[src/rtl/txq_pkg.sv]
package txq_pkg;
    parameter int DEPTH  = 8;
    parameter int WORD_W = 31;
    parameter int BUS_W  = 16;
    localparam int LO_W  = BUS_W;
    localparam int HI_W  = WORD_W - LO_W;
    localparam int CNT_W = $clog2(DEPTH + 1);
    localparam int PTR_W = $clog2(DEPTH);

    typedef logic [WORD_W-1:0] word_t;
    typedef logic [CNT_W-1:0]  cnt_t;
    typedef logic [PTR_W-1:0]  ptr_t;

    typedef struct packed {
        logic            held;
        logic [LO_W-1:0] lo;
    } stage_t;

    function automatic word_t join_parts(input logic [HI_W-1:0] hi, input logic [LO_W-1:0] lo);
        return {hi, lo};
    endfunction

    function automatic ptr_t ptr_step(input ptr_t p);
        return (p == ptr_t'(DEPTH - 1)) ? '0 : p + ptr_t'(1);
    endfunction
endpackage

[src/rtl/txq_stager.sv]
module txq_stager
    import txq_pkg::*;
(
    input  logic             clk,
    input  logic             rst,
    input  logic [BUS_W-1:0] bus_in,
    input  logic             ld_lo,
    input  logic             ld_hi,
    output logic             commit,
    output word_t            commit_word
);
    stage_t st;

    always_ff @(posedge clk) begin
        if (rst)
            st <= '0;
        else if (ld_lo)
            st <= '{held: 1'b1, lo: bus_in[LO_W-1:0]};
        else if (ld_hi)
            st.held <= 1'b0;
    end

    assign commit      = ld_hi && !ld_lo && st.held;
    assign commit_word = join_parts(bus_in[HI_W-1:0], st.lo);


    commit_release_chk: assert property (@(posedge clk) disable iff (rst)
        commit |=> !st.held);


    orphan_hi_chk: assert property (@(posedge clk) disable iff (rst)
        (ld_hi && !ld_lo && !st.held) |-> !commit);
endmodule

[src/rtl/txq_store.sv]
module txq_store
    import txq_pkg::*;
(
    input  logic  clk,
    input  logic  rst,
    input  logic  push,
    input  word_t push_word,
    input  logic  pop,
    output word_t head,
    output cnt_t  count,
    output logic  empty_flag
);
    word_t mem [DEPTH];
    ptr_t  wr_ptr, rd_ptr;
    cnt_t  count_nx;
    logic  push_ok, pop_ok;

    assign push_ok  = push && (count != cnt_t'(DEPTH));
    assign pop_ok   = pop && (count != '0);
    assign count_nx = count + cnt_t'(push_ok) - cnt_t'(pop_ok);
    assign head     = mem[rd_ptr];

    always_ff @(posedge clk) begin
        if (push_ok)
            mem[wr_ptr] <= push_word;
    end

    always_ff @(posedge clk) begin
        if (rst) begin
            wr_ptr     <= '0;
            rd_ptr     <= '0;
            count      <= '0;
            empty_flag <= 1'b1;
        end else begin
            if (push_ok) wr_ptr <= ptr_step(wr_ptr);
            if (pop_ok)  rd_ptr <= ptr_step(rd_ptr);
            count      <= count_nx;
            empty_flag <= (count_nx == '0);
        end
    end


    occupancy_bound_chk: assert property (@(posedge clk) disable iff (rst)
        count <= cnt_t'(DEPTH));


    full_drop_chk: assert property (@(posedge clk) disable iff (rst)
        (count == cnt_t'(DEPTH) && push && !pop) |=> (count == cnt_t'(DEPTH)));


    empty_pop_chk: assert property (@(posedge clk) disable iff (rst)
        (count == '0 && pop && !push) |=> (count == '0));
endmodule

[src/rtl/dual_strobe_txq.sv]
module dual_strobe_txq
    import txq_pkg::*;
(
    input  logic                 clk,
    input  logic                 rst,
    input  logic [BUS_W-1:0]     bus_in,
    input  logic                 ld_lo,
    input  logic                 ld_hi,
    input  logic                 pop,
    output logic [WORD_W-1:0]    word_out,
    output logic                 word_valid,
    output logic [CNT_W-1:0]     word_count,
    output logic                 tx_ready
);
    logic  commit;
    word_t commit_word;

    txq_stager u_stage (
        .clk         (clk),
        .rst         (rst),
        .bus_in      (bus_in),
        .ld_lo       (ld_lo),
        .ld_hi       (ld_hi),
        .commit      (commit),
        .commit_word (commit_word)
    );

    txq_store u_store (
        .clk        (clk),
        .rst        (rst),
        .push       (commit),
        .push_word  (commit_word),
        .pop        (pop),
        .head       (word_out),
        .count      (word_count),
        .empty_flag (tx_ready)
    );

    assign word_valid = (word_count != '0);


    ready_tracks_count_chk: assert property (@(posedge clk) disable iff (rst)
        tx_ready == (word_count == '0));


    dual_strobe_chk: assert property (@(posedge clk) disable iff (rst)
        (ld_lo && ld_hi && !pop) |=> (word_count == $past(word_count)));
endmodule

[config.mk]
export PLATFORM = sky130hd
export DESIGN_NAME = dual_strobe_txq
export DESIGN_NICKNAME = d
export VERILOG_FILES = /design/src/rtl/txq_pkg.sv /design/src/rtl/txq_stager.sv /design/src/rtl/txq_store.sv /design/src/rtl/dual_strobe_txq.sv
export SDC_FILE = /design/constraint.sdc
export NUM_CORES = 1
export LEC_CHECK = 0
export CAP_MARGIN = 20
export CORE_UTILIZATION = 60
export CTS_CLUSTER_SIZE = 10
export DETAILED_ROUTE_END_ITERATION = 6
export DONT_BUFFER_PORTS = 1
export PLACE_DENSITY_LB_ADDON = 0.25
export SLEW_MARGIN = 30
export SYNTH_ARGS = -nofsm -noshare
export SYNTH_HDL_FRONTEND = slang
export SYNTH_SLANG_ARGS = --single-unit
[constraint.sdc]
create_clock -name clk -period 7.5 [get_ports clk]
set_clock_uncertainty 0.2 [all_clocks]
set_input_delay 1.5 -clock clk [delete_from_list [all_inputs] [get_ports clk]]
set_output_delay 1.5 -clock clk [all_outputs]
set_load 0.02 [all_outputs]
==> flow_summary.json <==
{
  "ys_types": 32,
  "n_antenna_cell": 0,
  "holdBufCountCts": 0,
  "peakVddDrop_mv": 0.238,
  "period_share_pct": 59.4,
  "synth_top_area_share_pct": 68.5,
  "die_area_um2": 18700,
  "avgViaCountPerCell": 6.30,
  "grt_pass1_vias": 5115,
  "worstPathMaxFanout": 37,
  "fin_crit_ps": 4460,
  "ys_seq_area_share_pct": 74.2,
  "drt_iter0_drc": 315,
  "path_cells": "buf_4 -> mux4_1 -> mux2_2",
  "muxShareOfSynthArea_pct": 19.7,
  "place_congestion": 0.734,
  "final_layout_size_suffix_gt1_share_pct": 17.5,
  "cts-resized-gates": 0,
  "critPathKind": "flop to output port",
  "clk_pin_slew_ps": 50,
  "postSynthNetCount": 528,
  "chipHeight_um": 137,
  "synth_area_um2": 10900,
  "wl_met1_mm": 7.73,
  "track_usage_pct": 22.3,
  "tns_ps": 0,
  "grt.overflow.total": 0,
  "cp_slowest_cell": "dfxtp_4",
  "ctsHtreeMaxLevel": 2,
  "cp.arrival_ps": 2760,
  "portBuffers": 0,
  "final.fill_count": 1007,
  "synth_adder_area_share_pct": 1.22,
  "synth_top_area_cell": "edfxtp_1",
  "route.top_layer_used": "met4",
  "p_int_mw": 2.85,
  "met2_length_mm": 10.1,
  "ys_seq_elements": 279,
  "crit_required_ps": 5800,
  "synthTopCellsByArea": "edfxtp_1 68%, mux4_1 15%, dfxtp_1 5.7%",
  "synth_top_family_by_area": "multiplexers",
  "p_clk_share_pct": 39.7,
  "synthCells": 497,
  "drt_pre_antenna_iters": 4,
  "synthSimpleGateAreaFrac_pct": 2.25,
  "dp_hpwl_mm": 10.7,
  "cpPeakStageDelay_ps": 750,
  "antenna_found_initial": 0,
  "switchingPower_mw": 0.864,
  "clkSinkCount": 279,
  "maxCapViolCount": 0,
  "p_leak_nw": 4.08,
  "fmax_mhz": 224,
  "worst-path-buf-inv": 1,
  "grt_start_max_net_pins": 38,
  "die-width_um": 137,
  "start_util_pct": 62.2,
  "rsz0062_at_grt": "no",
  "whs_ps": 321,
  "clk_latency_ps": 500,
  "routed_wl_mm": 19.5,
  "worst_pin_slew_ps": 690,
  "post_cts_buffers": 0,
  "wl_met3_mm": 1.28,
  "synth-xor-area-share_pct": 0.0805,
  "power_density_nw_per_um2": 304,
  "swShare_pct": 23.2,
  "end_kind": "output port",
  "cp-start-kind": "flop",
  "numCtsBuffers": 34,
  "pwr-share-comb_pct": 11.8,
  "yosys_warnings": 0,
  "root_buffer": "clkbuf_16",
  "grt_first_pass_wirelength_mm": 29.5,
  "finalSetupViolations": 0,
  "final_cell_mix": "248 x edfxtp_1, 62 x mux4_1, 37 x clkbuf_16, 31 x mux2_2, 29 x dfxtp_1",
  "hp-class": "flop to flop",
  "wl_per_cell_um": 25.2,
  "run_status": "complete, no violations",
  "floorplan.rows": 48,
  "synthToLayoutAreaGrowth_pct": 12.4,
  "seqPwrFrac_pct": 48.5,
  "crit_family": "multiplexers",
  "cts_tree": "yes",
  "core_area_um2": 17500,
  "final_common_cell": "edfxtp_1",
  "nets": 556,
  "clk_path_buf_depth": 3,
  "synth_compound_area_share_pct": 1.04,
  "slew_viol_final": 0,
  "dr_total_vias": 4873,
  "ant_nets": 0,
  "drc_errors": 0,
  "report.final.hold_viol_count": 0,
  "syn_avg_cell_area_um2": 21.9,
  "max_slew_margin_pct": 54.0,
  "pin_count": 58
}
-- power by group through the flow --
stage / Combinational (mW) / Sequential, mW / Clock [mW]
2_1_floorplan: 0.431 / 1.79 / 0
3_3_place_gp: 0.427 / 1.83 / 0
3_5_place_dp: 0.442 / 1.84 / 0
4_1_cts: 0.445 / 1.81 / 1.50
5_1_grt: 0.474 / 1.81 / 1.56
6_report: 0.438 / 1.80 / 1.47
-- path summary, 6_finish.rpt --
check	from	endpoint	slack, ps	cells past startpoint
max reg2reg	u_store.count[2]	u_store.mem[6][2]	4480	6
min	u_store.rd_ptr[2]	u_store.rd_ptr[2]	320	2
max	flop	word_out[0]	3040	3
min reg2reg	u_store.rd_ptr[2]	u_store.rd_ptr[2]	320	2
-- final cells by class --
class / instances / area, µm² / area share (%)
timing repair buffer: 15 / 133 / 1.09
clock inverter: 2 / 13.8 / 0.113
sequential: 279 / 8070 / 66.1
inverter: 8 / 30.0 / 0.246
tap: 225 / 282 / 2.30
multi-input combinational: 187 / 2690 / 22.0
clock buffer: 57 / 1000 / 8.19
-- cells by family (layout without fill, tap and decap cells) --
logic type,after synthesis,in the layout
adder cells (fa/ha/maj),10,10
buffers and inverters,31,82
XOR/XNOR,1,1
AO/OA/AOI/OAI,21,21
flip-flops,279,279
AND/OR/NAND/NOR,46,46
multiplexers,109,109
-- flip-flops by register name, summed over array words and instances, names as in the netlist, named ones only --
signal,cells
u_store.mem,248
u_stage.commit_word,16
u_store.count,4
u_store.rd_ptr,3
u_store.wr_ptr,3
u_stage.st,1
u_store.empty_flag,1
-- layer usage --
| layer | up-vias | track usage, % |
|---|---|---|
| met3 | 32 | 5.04 |
| met4 | 0 | 7.78 |
| li1 | 2157 | - |
| met1 | 2516 | 28.6 |
| met5 | - | 0 |
| met2 | 168 | 37.8 |
-- tightest hold or removal path, cell delays in order (launching register included) --
cell and delay (ps):
dfxtp_1 310, o21ai_0 90, a21oi_1 80
-- through the flow --
| step | total power [mW] | worst slack, ps | instances | instance area (µm²) | util, % |
|---|---|---|---|---|---|
| finish | 3.72 | 3040 | 773 | 12200 | 69.9 |
| detailed placement | 2.28 | 3420 | 714 | 11200 | 64.1 |
| global placement | 2.26 | 3210 | 713 | 11200 | 63.9 |
| floorplan | 2.22 | 1420 | 497 | 10900 | - |
| CTS | 3.75 | 2990 | 773 | 12200 | 69.9 |
| global route | 3.84 | 2940 | 773 | 12200 | 69.9 |
-- synthesized netlist by cell type --
master	count
and3b_1	1
buf_6	7
nor3b_1	4
mux2_2	31
clkbuf_1	10
nor3_1	2
buf_1	4
ha_1	9
nor2_1	20
or3_1	1
mux2i_1	16
xnor2_1	1
a41o_1	1
and3_1	1
nand2_1	2
nand3_1	5
edfxtp_1	248
nand4b_1	1
a21o_1	1
mux4_1	62
fa_1	1
a21oi_1	11
or4_1	2
inv_1	8
nand3b_1	1
o21ai_0	8
dfxtp_1	31
nor4_1	1
or3b_2	1
buf_2	2
nor4b_1	2
nor2b_1	2
(Power assumes the default switching activity.)
